[config.mk]
export PLATFORM = sky130hd
export DESIGN_NAME = bar_bank_top
export DESIGN_NICKNAME = d
export VERILOG_FILES = /design/src/rtl/bar_bank_pkg.sv /design/src/rtl/bar_reg_slot.sv /design/src/rtl/bar_hit_match.sv /design/src/rtl/bar_hit_select.sv /design/src/rtl/bar_bank_top.sv
export SDC_FILE = /design/constraint.sdc
export NUM_CORES = 1
export LEC_CHECK = 0
export ABC_AREA = 0
export ABC_CLOCK_PERIOD_IN_PS = 1900
export BUFFER_PORTS_ARGS = -buffer_cell sky130_fd_sc_hd__buf_4
export CAP_MARGIN = 20
export CORE_MARGIN = 5
export CORE_UTILIZATION = 60
export DETAILED_ROUTE_END_ITERATION = 16
export PLACE_DENSITY = 0.82
export SYNTH_ARGS = -nofsm -noshare
export SYNTH_HDL_FRONTEND = slang
export SYNTH_HIERARCHICAL = 1
export SYNTH_SLANG_ARGS = --single-unit
[constraint.sdc]
create_clock -name clk -period 1.9 [get_ports clk]
set_input_delay 0.095 -clock clk [delete_from_list [all_inputs] [get_ports clk]]
set_output_delay 0.095 -clock clk [all_outputs]
set_load 0.005 [all_outputs]
[src/rtl/bar_bank_pkg.sv]
package bar_bank_pkg;

   localparam int MAX_BARS = 6;
   localparam int REG_W    = 32;
   localparam int TXN_AW   = 64;
   localparam int SIZE_FW  = 6;

   typedef enum logic [1:0] {
      BK_NONE  = 2'd0,
      BK_MEM32 = 2'd1,
      BK_MEM64 = 2'd2,
      BK_IO    = 2'd3
   } bar_kind_e;

   // slot kind from the packed per-slot kind vector
   function automatic bar_kind_e kind_of(input logic [2*MAX_BARS-1:0] kinds, input int idx);
      return bar_kind_e'(kinds[2*idx +: 2]);
   endfunction

   // log2 of region size from the packed per-slot size vector
   function automatic int size_of(input logic [SIZE_FW*MAX_BARS-1:0] sizes, input int idx);
      return int'(sizes[SIZE_FW*idx +: SIZE_FW]);
   endfunction

   // 64-bit mask keeping address bits at and above the region size
   function automatic logic [TXN_AW-1:0] region_mask(input int size_log2);
      return ~((64'd1 << size_log2) - 64'd1);
   endfunction

endpackage

[src/rtl/bar_reg_slot.sv]
module bar_reg_slot
   import bar_bank_pkg::*;
#(
   parameter bar_kind_e KIND           = BK_NONE,
   parameter int        SIZE_LOG2      = 12,
   parameter bit        IS_UPPER       = 1'b0,
   parameter int        PAIR_SIZE_LOG2 = 0
) (
   input  logic             clk,
   input  logic             rst_n,
   input  logic             wr_en,
   input  logic [REG_W-1:0] wdata,
   output logic [REG_W-1:0] rd_val,
   output logic [REG_W-1:0] base_out,
   output logic             programmed
);

   localparam logic [TXN_AW-1:0] RMASK = region_mask(IS_UPPER ? PAIR_SIZE_LOG2 : SIZE_LOG2);

   localparam logic [REG_W-1:0] WMASK =
      IS_UPPER          ? RMASK[63:32] :
      (KIND == BK_NONE) ? 32'h0 :
      (KIND == BK_IO)   ? (RMASK[31:0] & ~32'h3) :
                          (RMASK[31:0] & ~32'hF);

   localparam logic [REG_W-1:0] TYPE_BITS =
      IS_UPPER           ? 32'h0 :
      (KIND == BK_IO)    ? 32'h1 :
      (KIND == BK_MEM64) ? 32'h4 :
                           32'h0;

   logic [REG_W-1:0] base_q;
   logic             prog_q;

   always_ff @(posedge clk or negedge rst_n) begin
      if (!rst_n) begin
         base_q <= '0;
         prog_q <= 1'b0;
      end else if (wr_en) begin
         base_q <= wdata & WMASK;
         prog_q <= 1'b1;
      end
   end

   assign rd_val     = base_q | TYPE_BITS;
   assign base_out   = base_q;
   assign programmed = prog_q;

   AST_WRITE_LANDS: assert property (@(posedge clk) disable iff (!rst_n)
      wr_en |=> (rd_val == (($past(wdata) & WMASK) | TYPE_BITS)));
   AST_PROG_ON_WRITE: assert property (@(posedge clk) disable iff (!rst_n)
      wr_en |=> programmed);
   AST_PROG_STICKY: assert property (@(posedge clk) disable iff (!rst_n)
      programmed |=> programmed);
   AST_TYPE_HELD: assert property (@(posedge clk) disable iff (!rst_n)
      wr_en |=> ((rd_val & ~WMASK) == $past(rd_val & ~WMASK)));

endmodule

[src/rtl/bar_hit_match.sv]
module bar_hit_match
   import bar_bank_pkg::*;
#(
   parameter bit IS_IO     = 1'b0,
   parameter int SIZE_LOG2 = 12
) (
   input  logic              ready,
   input  logic              space_en,
   input  logic [TXN_AW-1:0] base,
   input  logic              txn_valid,
   input  logic              txn_is_io,
   input  logic [TXN_AW-1:0] txn_addr,
   output logic              match
);

   localparam logic [TXN_AW-1:0] MASK = region_mask(SIZE_LOG2);

   logic space_ok;
   logic addr_ok;

   assign space_ok = space_en && (txn_is_io == IS_IO);
   assign addr_ok  = ((txn_addr & MASK) == (base & MASK));
   assign match    = txn_valid && ready && space_ok && addr_ok;

endmodule

[src/rtl/bar_hit_select.sv]
module bar_hit_select #(
   parameter int NUM   = 6,
   parameter int IDX_W = 3
) (
   input  logic [NUM-1:0]   match,
   output logic             hit,
   output logic [IDX_W-1:0] hit_idx
);

   always_comb begin
      hit     = |match;
      hit_idx = '0;
      for (int i = NUM - 1; i >= 0; i--) begin
         if (match[i]) hit_idx = IDX_W'(i);
      end
   end

endmodule

[src/rtl/bar_bank_top.sv]
module bar_bank_top
   import bar_bank_pkg::*;
#(
   parameter int NUM_BARS = 6,
   parameter logic [2*MAX_BARS-1:0] BAR_KINDS =
      {BK_NONE, BK_MEM32, BK_NONE, BK_MEM64, BK_IO, BK_MEM32},
   parameter logic [SIZE_FW*MAX_BARS-1:0] BAR_SIZES =
      {6'd0, 6'd16, 6'd0, 6'd20, 6'd5, 6'd12},
   localparam int IDX_W = (NUM_BARS > 1) ? $clog2(NUM_BARS) : 1
) (
   input  logic              clk,
   input  logic              rst_n,
   input  logic              cfg_wr_en,
   input  logic [IDX_W-1:0]  cfg_idx,
   input  logic [REG_W-1:0]  cfg_wdata,
   output logic [REG_W-1:0]  cfg_rdata,
   input  logic              mem_en,
   input  logic              io_en,
   input  logic              txn_valid,
   input  logic              txn_is_io,
   input  logic [TXN_AW-1:0] txn_addr,
   output logic              hit,
   output logic [IDX_W-1:0]  hit_idx
);

   localparam int SLOTS_P2 = 1 << IDX_W;

   logic [REG_W-1:0]    slot_rd   [NUM_BARS];
   logic [REG_W-1:0]    slot_base [NUM_BARS];
   logic [NUM_BARS-1:0] slot_prog;
   logic [NUM_BARS-1:0] match_vec;
   logic [SLOTS_P2-1:0] match_pad;

   if (NUM_BARS < 1 || NUM_BARS > MAX_BARS) begin : g_bad_count
      $error("bar_bank_top: NUM_BARS out of range");
   end

   for (genvar i = 0; i < NUM_BARS; i++) begin : g_slot
      localparam bar_kind_e KIND_I  = kind_of(BAR_KINDS, i);
      localparam int        SIZE_I  = size_of(BAR_SIZES, i);
      localparam int        PREV_I  = (i > 0) ? i - 1 : 0;
      localparam bit        UPPER_I = (i > 0) && (kind_of(BAR_KINDS, PREV_I) == BK_MEM64);
      localparam int        PAIR_SZ = UPPER_I ? size_of(BAR_SIZES, PREV_I) : 0;

      // elaboration-time parameter checks
      if (UPPER_I && KIND_I != BK_NONE) begin : g_bad_upper
         $error("bar_bank_top: slot after a 64-bit region must be BK_NONE");
      end
      if (KIND_I == BK_IO && (SIZE_I < 2 || SIZE_I > 31)) begin : g_bad_io
         $error("bar_bank_top: I/O region size out of range");
      end
      if (KIND_I == BK_MEM32 && (SIZE_I < 4 || SIZE_I > 31)) begin : g_bad_m32
         $error("bar_bank_top: 32-bit memory region size out of range");
      end
      if (KIND_I == BK_MEM64 && (SIZE_I < 4 || SIZE_I > 63 || i == NUM_BARS - 1)) begin : g_bad_m64
         $error("bar_bank_top: 64-bit memory region size or position invalid");
      end

      bar_reg_slot #(
         .KIND           (KIND_I),
         .SIZE_LOG2      (SIZE_I),
         .IS_UPPER       (UPPER_I),
         .PAIR_SIZE_LOG2 (PAIR_SZ)
      ) u_slot (
         .clk        (clk),
         .rst_n      (rst_n),
         .wr_en      (cfg_wr_en && (cfg_idx == IDX_W'(i))),
         .wdata      (cfg_wdata),
         .rd_val     (slot_rd[i]),
         .base_out   (slot_base[i]),
         .programmed (slot_prog[i])
      );
   end

   for (genvar i = 0; i < NUM_BARS; i++) begin : g_region
      localparam bar_kind_e KIND_I = kind_of(BAR_KINDS, i);
      localparam int        SIZE_I = size_of(BAR_SIZES, i);

      if (KIND_I == BK_NONE) begin : g_idle
         logic unused_slot_bits;
         assign unused_slot_bits = ^{slot_base[i], slot_prog[i]};
         assign match_vec[i]     = 1'b0;
      end else begin : g_live
         logic [TXN_AW-1:0] base_i;
         logic              ready_i;

         if (KIND_I == BK_MEM64) begin : g_wide
            assign base_i  = {slot_base[i+1], slot_base[i]};
            assign ready_i = slot_prog[i] & slot_prog[i+1];
         end else begin : g_narrow
            assign base_i  = {32'h0, slot_base[i]};
            assign ready_i = slot_prog[i];
         end

         bar_hit_match #(
            .IS_IO     (KIND_I == BK_IO),
            .SIZE_LOG2 (SIZE_I)
         ) u_match (
            .ready     (ready_i),
            .space_en  ((KIND_I == BK_IO) ? io_en : mem_en),
            .base      (base_i),
            .txn_valid (txn_valid),
            .txn_is_io (txn_is_io),
            .txn_addr  (txn_addr),
            .match     (match_vec[i])
         );
      end
   end

   bar_hit_select #(
      .NUM   (NUM_BARS),
      .IDX_W (IDX_W)
   ) u_select (
      .match   (match_vec),
      .hit     (hit),
      .hit_idx (hit_idx)
   );

   always_comb begin
      cfg_rdata = '0;
      for (int i = 0; i < NUM_BARS; i++) begin
         if (cfg_idx == IDX_W'(i)) cfg_rdata = slot_rd[i];
      end
   end

   assign match_pad = SLOTS_P2'(match_vec);

   AST_OOR_READ_ZERO: assert property (@(posedge clk) disable iff (!rst_n)
      (int'(cfg_idx) >= NUM_BARS) |-> (cfg_rdata == '0));
   AST_IDLE_NO_HIT: assert property (@(posedge clk) disable iff (!rst_n)
      !txn_valid |-> !hit);
   AST_MEM_GATED: assert property (@(posedge clk) disable iff (!rst_n)
      (txn_valid && !txn_is_io && !mem_en) |-> !hit);
   AST_IO_GATED: assert property (@(posedge clk) disable iff (!rst_n)
      (txn_valid && txn_is_io && !io_en) |-> !hit);
   AST_HIT_IS_MATCH: assert property (@(posedge clk) disable iff (!rst_n)
      hit |-> match_pad[hit_idx]);
   AST_LOWEST_WINS: assert property (@(posedge clk) disable iff (!rst_n)
      hit |-> ((match_pad & ~({SLOTS_P2{1'b1}} << hit_idx)) == '0));
   AST_MISS_IDX_ZERO: assert property (@(posedge clk) disable iff (!rst_n)
      !hit |-> (hit_idx == '0));

endmodule

* After elaboration in Yosys (flattened, before gate mapping) *
Index checks and enable logic that the tools add are counted.

storage, ports and cells
  output and inout bits = 36
  input bits = 106
  flip-flop bits (word level) = 112

cells by class
  equal/unequal tests = 9
  reduce and logical (&&, ||, !) cells = 21
  mux-type cells = 10
  bitwise logic cells = 2

operators with widths
  kind                number
  $mux 32             6
  $eq 59x27->1        1
  $eq 52x20->1        1
  $eq 48x16->1        1
  $eq 44x44->1        1
  $logic_and 1x1->1   19
  $mux 3              4
  $eq 3x2->1 const B  2
  $eq 3x3->1 const B  2
  $reduce_or 4->1     1
  $eq 3x1->1 const B  1
  $logic_not 3->1     1
  $and 1x1->1         1
  $not 1->1           1

* Longest topological paths before layout *
Gate-level depths: netlist of run 1.

  depth after elaboration = 8
  mapped depth = 8
  gate-level depth less buffers = 7

* Hierarchy *
The synthesis of run 1 kept the hierarchy.

by module, submodules not included
  module                                       sequential area each (um^2)  cells each  area each (um^2)  instances
  bar_bank_top                                 0.0                          211         1971.9            1
  bar_reg_slot at g_slot[3].u_slot             825.8                        102         1612.8            1
  bar_reg_slot at g_slot[1].u_slot             700.7                        98          1418.9            1
  bar_reg_slot at g_slot[0].u_slot             525.5                        89          1184.9            1
  bar_reg_slot at g_slot[4].u_slot             425.4                        85          1041.0            1
  bar_reg_slot at g_slot[2].u_slot             325.3                        81          909.6             1
  bar_hit_match at g_region[1].g_live.u_match  0.0                          80          659.4             1
  bar_hit_match at g_region[0].g_live.u_match  0.0                          71          581.8             1
  bar_hit_match at g_region[4].g_live.u_match  0.0                          66          545.5             1
  bar_reg_slot at g_slot[5].u_slot             25.0                         67          515.5             1
  bar_hit_match at g_region[2].g_live.u_match  0.0                          61          494.2             1
  bar_hit_select                               0.0                          10          52.6              1

* Least setup slack after synthesis of run 1 *
Ideal clock, no wire load.

  path kind = register to output
  start = reg g_slot[1].u_slot.base_q[29]
  end = out hit_idx[0]
  path slack = 0.117 ns
  arrival time = 1.688 ns
  required time = 1.805 ns
  cell stages (with the launch flop) = 8
  buffers on the path = 0
  cells stage by stage = dfrtp_1 > xnor2_1 > nand4_1 > nor4_1 > nand3_1 > nor4_2 > nor2_1 > a221oi_1

between the ends
  cells in the longest elaborated chain, start to end = 4

ends and longest elaborated chain
  what                    line                  RTL
  start, declared         bar_reg_slot.sv:32    logic [REG_W-1:0] base_q;
  start signal, assigned  bar_reg_slot.sv:40    base_q <= wdata & WMASK;
  $eq 59x27->1            bar_hit_match.sv:22   assign addr_ok = ((txn_addr & MASK) == (base & MASK));
  $logic_and 1x1->1       bar_hit_match.sv:23   assign match = txn_valid && ready && space_ok && addr_ok;
  net match_pad[1]        bar_bank_top.sv:32    logic [SLOTS_P2-1:0] match_pad;
  $mux 3 (2 in a row)     bar_hit_select.sv:14  if (match[i]) hit_idx = IDX_W'(i);
  end, declared           bar_bank_top.sv:23    output logic [IDX_W-1:0] hit_idx

The timed path passes the listed nets, and every way through them passes these cells.

* Worst setup path in the final report of run 1 *
  start = reg g_slot[1].u_slot.base_q[14]
  end = out hit

between the ends
  cells in the longest elaborated chain, start to end = 3

ends and longest elaborated chain
  what               line                  RTL
  $eq 59x27->1       bar_hit_match.sv:22
  $logic_and 1x1->1  bar_hit_match.sv:23
  net match_pad[1]   bar_bank_top.sv:32
  $reduce_or 4->1    bar_hit_select.sv:11  hit = |match;
  end, declared      bar_bank_top.sv:22    output logic hit,

The timed path passes the listed nets, and every way through them passes these cells.

==> results.yml, run 1 <==
placement:
  gp_congestion: 1.01
  placed_area_sq_mm: 0.0118
  numPortBuffers: 136
  dp_hpwl_microns: 23400
pwr:
  peakVddDrop_mv: 0.468
  finalPower_mw: 9.22
  pwr_density_cell_mw_per_mm2: 736
  power_leakage_nw: 5.70
worst_setup_path:
  endpoint_kind: "output port"
  critPathKind: "reg -> out"
  crit_required_ps: 1800
  r2r_cells: 3
  reg2reg_slack_ps: 850
  r2r-end: "g_slot[1].u_slot/base_out[20]$_DFFE_PN0P_"
  worst_setup_path_start_kind: "flip-flop"
  endpoint: "hit"
  arrival_ps: 2460
  critPathMaxFanout: 3
  reg2reg_from: "g_slot[1].u_slot/base_out[20]$_DFFE_PN0P_"
  crit_start: "g_slot[1].u_slot/base_out[14]$_DFFE_PN0P_"
synth:
  ys_warn_count: 6
  syn_inst: 933
  syn_avg_cell_area_sq_um: 11.1
  syn_area_sq_mm: 0.0103
drt:
  via_per_inst: 5.50
  wl_per_cell_microns: 21.9
  drt-initial-drc-count: 694
  drt-pass1-iter-count: 5
  via_count: 7880
  antenna_left: 0
  drc: 0
  drt-total-wl_microns: 31500
cts:
  cts_root_buf: "clkbuf_16"
  cts_buffers: 9
  clk_path_buf_depth: 2
  cts_tree: "built"
  numClockSinks: 112
  clk_pin_slew_ps: 80
  h-tree-depth: 3
  insertion_delay_ps: 360
sta:
  worst_pin_slew_ps: 721
  fin_ws_ps: -660
  max_slew_margin_pct: 51.9
  finalHoldViolations: 0
  fmaxAchievable_mhz: 391
  clock-skew-final_ps: 0
  min_period_ps: 2560
  rsz0062_at_grt: "true"
  fin_crit_sh_pct: 135
  finalSetupViolCount: 4
  slew_viol_final: 0
grt:
  grt_max_degree: 113
  grt_overflow: 0
  grt_usage_pct: 31.8
  grt_pass1_wl_microns: 48100
  antenna_found_initial: 0
  grt_pass1_vias: 8339
outcome:
  status: "complete, but fails checks"
  violations: "setup timing"
die:
  rows: 48
  die_w_microns: 141
  core_sq_mm: 0.0171
  die_area_sq_mm: 0.0199
  fp.dieH_microns: 141
  ios: 142
  start_util_pct: 60.5
finish:
  num_antenna_cells: 0
  fill_cells: 1176
  area_growth_pct: 21.5
  fin_area_sq_mm: 0.0125
  multi_input_area_sq_mm: 0.00654
  layout-drive-gt1-share_pct: 44.6
  final-seq-area_sq_mm: 0.00280
  nets: 1310
worst_hold_path:
  hold_path_class: "in -> reg"
run:
  max-cap-violations: 0
-- critical path, cell delays in order, from the launching register on --
cell	delay [ps]
dfrtp_1	420
xor2_2	260
nor4_1	90
nand4_1	140
nor4_4	70
buf_4	150
or4_4	470
or3_1	360
buf_4	140
-- cell usage in the layout (no fill, tap or decap), types with 30 or more instances in the layout --
master	n
o21ai_0	31
xnor2_1	39
xor2_1	153
mux2_4	85
buf_4	284
mux2_2	42
a221oi_2	30
o22ai_1	32
dfrtp_1	112
conb_1	187
-- report_power, final --
group          switching [mW]  internal (mW)
logic                    1.74           2.19
registers               0.509           2.89
clock network           0.977          0.906
-- stage by stage --
| step | TNS (ps) | hold slack (ps) | cells | util, % | setup WS, ps |
|---|---|---|---|---|---|
| 5_1_grt | -2750 | 0.622 | 1434 | 73.5 | -724 |
| 3_3_place_gp | -1010 | 239 | 1390 | 69.0 | -432 |
| 3_5_place_dp | -1030 | 245 | 1390 | 69.0 | -444 |
| 4_1_cts | -2290 | 1.10 | 1433 | 73.2 | -626 |
| 6_report | -2460 | 6.65 | 1434 | 73.5 | -660 |
| 2_1_floorplan | 0 | -201 | 1112 | - | 117 |
-- per-layer routing --
layer	global-route usage, %	share of wire [%]	vias to the layer above
met1	41.0	40	3921
met2	51.3	47	354
met5	0	0	-
met4	16.0	5.1	0
li1	-	-	3511
met3	5.83	7.6	94
-- what timing repair did --
action	in CTS	in global routing
setup endpoints to repair	4	4
gates cloned	0	0
gates resized for setup	26	4
hold buffers	26	0
pin swaps	21	6
hold endpoints to repair	168	0
setup buffers	3	1
-- sequential cells by signal (all words and copies together), names as in the netlist --
register	flops
g_slot.u_slot/base_out	107
g_slot.u_slot/programmed	5
-- worst min path at each step --
stage / cells past startpoint / endpoint / slack, ps / start
floorplan: 0 / g_slot[0].u_slot/base_out[12]$_DFFE_PN0P_ / -200 / rst_n
global placement: 2 / g_slot[1].u_slot/base_out[11]$_DFFE_PN0P_ / 240 / rst_n
detailed placement: 2 / g_slot[1].u_slot/base_out[11]$_DFFE_PN0P_ / 240 / rst_n
CTS: 2 / g_slot[4].u_slot/base_out[25]$_DFFE_PN0P_ / 1 / cfg_wdata[25]
global route: 2 / g_slot[0].u_slot/base_out[20]$_DFFE_PN0P_ / 0.6 / cfg_wdata[20]
finish: 2 / g_slot[4].u_slot/base_out[23]$_DFFE_PN0P_ / 7 / cfg_wdata[23]
-- layout make-up --
| class | count | share of cell area (%) |
|---|---|---|
| Inverter | 4 | 0.120 |
| Tap cell | 225 | 2.25 |
| Multi-Input combinational cell | 756 | 52.2 |
| Timing Repair Buffer | 321 | 20.9 |
| Clock inverter | 7 | 0.459 |
| Clock buffer | 9 | 1.80 |
| Sequential cell | 112 | 22.4 |
No activity file was read; power rests on OpenSTA's default activity.
==> inputs of run 2 (changes only) <==
CORE_UTILIZATION = 40   (was 60)
PLACE_DENSITY = 0.58   (was 0.82)
==> run 2 against run 1 <==
- setup slack worse by 42 ps
- highest routed layer unchanged
- power shrank 0.25%
- critical path type unchanged
- fmax fell by 1.6%
- critical endpoint unchanged
- the run still ends with setup timing left
- design area rose by 1.9%
- via count down 6.8%
- critical path depth up 2
==> results.yml, run 2 (same netlist as run 1, synthesis figures left out) <==
grt:
  grt_overflow: 0
  grt_pass1_wl_microns: 46800
  grt_max_degree: 113
  antenna_found_initial: 0
  grt_pass1_vias: 7398
  grt_usage_pct: 21.7
placement:
  gp_congestion: 0.976
  dp_hpwl_microns: 24600
  numPortBuffers: 136
  dp_cells: 1502
finish:
  largest_reg_flops: 107
  area_growth_pct: 23.7
  fin_cells: 1550
  num_antenna_cells: 0
  nets: 1321
  layout-drive-gt1-share_pct: 44.2
  final_cell_mix: "288 x buf_4, 187 x conb_1, 157 x xor2_1, 112 x dfrtp_1, 85 x mux2_4"
  final_common_cell: "buf_4"
sta:
  fmaxAchievable_mhz: 384
  whs_ps: 13.4
  worst_pin_slew_ps: 660
  fin_ws_ps: -701
  finalSetupViolCount: 4
  slew_viol_final: 0
  finalHoldViolations: 0
  rsz0062_at_grt: "true"
  max_slew_margin_pct: 56.0
  setup_tns_ps: -2530
  clock-skew-final_ps: 0
  fin_crit_sh_pct: 137
  min_period_ps: 2600
worst_setup_path:
  arrival_ps: 2510
  crit_required_ps: 1800
  path_cells: "xnor2_2, nand4_1, nor4_4, nand3_4, nor4_4, buf_4, buf_6, or4_4, or3_1, buf_4"
  critPathKind: "reg -> out"
  worst_setup_path_start_kind: "flip-flop"
  critPathMaxFanout: 3
  reg2reg_slack_ps: 860
  max_stage_delay_ps: 460
  crit_path_top_delay_cell: "or4_4"
  endpoint_kind: "output port"
outcome:
  violations: "setup timing"
  status: "complete, but fails checks"
drt:
  drt-initial-drc-count: 500
  via_per_inst: 4.74
  drt-pass1-iter-count: 4
  wl_per_cell_microns: 20.4
  via_count: 7341
  drc: 0
  drt-total-wl_microns: 31600
  antenna_left: 0
pwr:
  pwr_density_cell_mw_per_mm2: 720
  power_leakage_nw: 5.79
  peakVddDrop_mv: 0.398
cts:
  insertion_delay_ps: 360
  cts_root_buf: "clkbuf_16"
  clk_pin_slew_ps: 80
  clk_path_buf_depth: 2
  cts_buffers: 9
  h-tree-depth: 3
  numClockSinks: 112
  cts_tree: "built"
die:
  start_util_pct: 40.8
  fp.dieH_microns: 171
  rows: 58
  ios: 142
  die_w_microns: 171
  die_area_sq_mm: 0.0291
  core_sq_mm: 0.0253
run:
  max-cap-violations: 0
worst_hold_path:
  hold_path_class: "in -> reg"
run 2: cell types whose count changed in the layout (fill, tap and decap cells not counted), moves of 3 or more:
cell / delta
buf_4: +4
nor4_1: +6
dlygate4sd3_1: +3
nor4_2: -7
xor2_1: +4
xor2_2: -4
buf_12: +3
run 2: timing repair:
item                       4_1_cts  5_1_grt
hold endpoints to repair       187        0
setup buffers                    2        4
hold buffers                    29        0
setup endpoints to repair        4        4
resized for setup               16        9
pin swaps                       13       13
run 2: power by group:
part	internal, mW	total [mW]	switching, mW	leakage, nW
registers	2.89	3.38	0.490	1.33
clock network	0.922	1.95	1.03	0.141
logic	2.20	3.87	1.66	4.32
run 2: area by class of cell:
cell class                 instances  area, sq um
fill                            2345        12500
multi-input combinational        756         6500
sequential                       112         2800
timing repair buffer             332         2740
tap                              330          413
clock buffer                       9          225
clock inverter                     7         66.3
inverter                           4         15.0
run 2: critical path: cells and delay by family, from the launching register on:
kind	cells	cell delay (ps)
simple gates	6	1150
buf+inv	3	420
xor+xnor	1	150
flops	1	410
run 2: path summary, 6_finish.rpt:
path	start	endpoint	cells past startpoint
max reg2reg	g_slot[1].u_slot/base_out[30]$_DFFE_PN0P_	g_slot[1].u_slot/base_out[30]$_DFFE_PN0P_	3
max	g_slot[1].u_slot/base_out[9]$_DFFE_PN0P_	hit	10
max in group asynchronous	rst_n	g_slot[3].u_slot/base_out[3]$_DFFE_PN0P_	3
min in group asynchronous	rst_n	g_slot[2].u_slot/programmed$_DFFE_PN0P_	3
min	cfg_wdata[16]	g_slot[0].u_slot/base_out[16]$_DFFE_PN0P_	2
min reg2reg	g_slot[4].u_slot/programmed$_DFFE_PN0P_	g_slot[4].u_slot/programmed$_DFFE_PN0P_	1
run 2: routing by layer:
layer  vias up  wire (microns)  global-route usage (%)
met3        40            1250                    3.10
met1      3600           14700                    30.0
met2       163           15000                    35.7
li1       3538               -                       -
met4         0             721                    5.87
met5         -               0                       0
run 2: per-stage QoR:
step	setup WS (ps)	total power [mW]	utilization (%)	area [sq um]
6_report	-701	9.19	50.5	12800
5_1_grt	-806	9.67	50.5	12800
4_1_cts	-673	9.21	50.2	12700
3_5_place_dp	-452	7.13	47.5	12000
3_3_place_gp	-445	7.09	47.5	12000
2_1_floorplan	117	6.09	-	11000
==> inputs of run 3 (changes only) <==
REMOVE_ABC_BUFFERS = 1   (was not set)
==> run 3 against run 2 <==
- the run still ends with setup timing left
- sequential share of layout area decreased by 0.077 points
- worst hold slack improved by 2.3 ps
- clock-buffer cell count grew 2
- largest power group unchanged
- cell count is the same
- non-clock buffer count unchanged
- sequential power is essentially flat
- global-route usage down 0.67 points
- utilization up 0.18 points
- clock skew is the same
- critical endpoint is now hit_idx[0]
- die area did not move
- via count rose by 1.9%
- clock power is essentially flat
==> results.yml, run 3 (same netlist as run 1, synthesis figures left out) <==
sta:
  fin_ws_ps: -706
  rsz0062_at_grt: "true"
  clock-skew-final_ps: 0
  fmaxAchievable_mhz: 384
  whs_ps: 15.7
  slew_viol_final: 0
  finalHoldViolations: 0
  finalSetupViolCount: 4
  setup_tns_ps: -2430
  fin_crit_sh_pct: 137
  min_period_ps: 2610
grt:
  grt_pass1_wl_microns: 46200
  antenna_found_initial: 0
  grt_overflow: 0
  grt_usage_pct: 21.0
  grt_max_degree: 54
  grt_pass1_vias: 7630
die:
  rows: 58
  fp.dieH_microns: 171
  die_w_microns: 171
  die_area_sq_mm: 0.0291
  start_util_pct: 40.8
  core_sq_mm: 0.0253
  ios: 142
worst_setup_path:
  critPathMaxFanout: 4
  r2r-end: "g_slot[3].u_slot/base_out[2]$_DFFE_PN0P_"
  endpoint_kind: "output port"
  max_stage_delay_ps: 410
  arrival_ps: 2510
  crit_required_ps: 1800
  cpLargestDelayFamily: "simple AND/OR/NAND/NOR gates"
  worst_setup_path_start_kind: "flip-flop"
  r2r_cells: 3
  critPathKind: "reg -> out"
  reg2reg_slack_ps: 840
  crit_path_top_delay_cell: "dfrtp_1"
  endpoint: "hit_idx[0]"
  path_cells: "xnor2_2, nand4_1, nor4_2, nand3_1, nor4_4, inv_1, a221oi_2, buf_4"
  cp.depth: 8
  path_buf_inv: 2
  reg2reg_from: "g_slot[3].u_slot/base_out[2]$_DFFE_PN0P_"
  crit_start: "g_slot[1].u_slot/base_out[5]$_DFFE_PN0P_"
pwr:
  power_leakage_nw: 5.75
  pwr_density_cell_mw_per_mm2: 718
  peakVddDrop_mv: 0.391
finish:
  largest_reg_flops: 107
  nets: 1321
  fin_cells: 1550
  area_growth_pct: 24.2
  fill_cells: 2360
  multi_input_area_sq_mm: 0.00651
  final_common_cell: "buf_4"
  layout-drive-gt1-share_pct: 44.5
  final_cell_mix: "287 x buf_4, 187 x conb_1, 153 x xor2_1, 112 x dfrtp_1, 85 x mux2_4"
  num_antenna_cells: 0
  final-seq-area_sq_mm: 0.00280
placement:
  numPortBuffers: 136
  dp_cells: 1508
  gp_congestion: 0.909
  dp_hpwl_microns: 23900
drt:
  drt-total-wl_microns: 30600
  drt-pass1-iter-count: 5
  antenna_left: 0
  wl_per_cell_microns: 19.8
  via_count: 7480
  drc: 0
  drt-initial-drc-count: 407
  via_per_inst: 4.83
cts:
  insertion_delay_ps: 360
  cts_buffers: 9
  numClockSinks: 112
  h-tree-depth: 3
  cts_tree: "built"
  clk_pin_slew_ps: 80
  cts_root_buf: "clkbuf_16"
  clk_path_buf_depth: 2
outcome:
  violations: "setup timing"
  status: "complete, but fails checks"
run:
  max-cap-violations: 0
worst_hold_path:
  hold_path_class: "in -> reg"
-- run 3: cell count changes in the layout (fill, tap and decap cells not counted), sizes merged --
cell	previous run	this run
buf	303	304
dlygate4sd3	29	28
clkbuf	9	11
inv	5	3
clkinv	5	2
bufinv	0	1
clkinvlp	1	3
-- run 3: timing repair --
action                                 CTS  global route
hold buffers                            28             0
gates resized for setup                 22             4
endpoints found under the hold margin  184             0
pin swaps                               20             6
setup endpoints to repair                4             4
buffers inserted                         2             0
-- run 3: layout make-up --
| class | count | share of cell area [%] |
|---|---|---|
| Multi-Input combinational cell | 756 | 50.8 |
| Timing Repair Buffer | 332 | 21.7 |
| Inverter | 4 | 0.117 |
| Clock inverter | 5 | 0.449 |
| Sequential cell | 112 | 21.9 |
| Tap cell | 330 | 3.22 |
| Clock buffer | 11 | 1.82 |
-- run 3: report_power, final --
group	switching (mW)	internal [mW]	total, mW
sequential	0.475	2.89	3.37
clock	0.950	1.02	1.98
combinational	1.62	2.24	3.86
total	3.04	6.15	9.20
-- run 3: metrics by stage --
stage / setup WS (ps) / power (mW) / util [%] / area [sq um]
2_1_floorplan: -2920 / 5.21 / - / 9130
3_3_place_gp: -371 / 7.06 / 47.8 / 12100
3_5_place_dp: -420 / 7.11 / 47.8 / 12100
4_1_cts: -713 / 9.23 / 50.6 / 12800
5_1_grt: -843 / 9.68 / 50.7 / 12800
6_report: -706 / 9.20 / 50.7 / 12800
-- run 3: worst min path at each step --
stage	startpoint	to	slack [ps]	cells after the start
after floorplan	rst_n	g_slot[0].u_slot/base_out[12]$_DFFE_PN0P_	-200	0
after global placement	rst_n	g_slot[4].u_slot/base_out[30]$_DFFE_PN0P_	-30	1
after detailed placement	rst_n	g_slot[0].u_slot/base_out[30]$_DFFE_PN0P_	-30	1
after CTS	cfg_wdata[21]	g_slot[4].u_slot/base_out[21]$_DFFE_PN0P_	1	2
after global routing	cfg_wdata[21]	g_slot[4].u_slot/base_out[21]$_DFFE_PN0P_	10	2
final	cfg_wdata[21]	g_slot[0].u_slot/base_out[21]$_DFFE_PN0P_	20	2
-- run 3: metal layers --
metal / share of wire, % / global-route usage [%] / vias to the layer above
li1: - / - / 3530
met1: 46 / 29.4 / 3679
met2: 47 / 34.2 / 232
met3: 5.4 / 2.96 / 39
met4: 1.9 / 5.73 / 0
met5: 0 / 0 / -
-- run 3: worst register-to-register path: stages, from the launching register on --
cell,delay [ps]
dfrtp_1,420
buf_4,150
buf_4,120
mux2_4,250
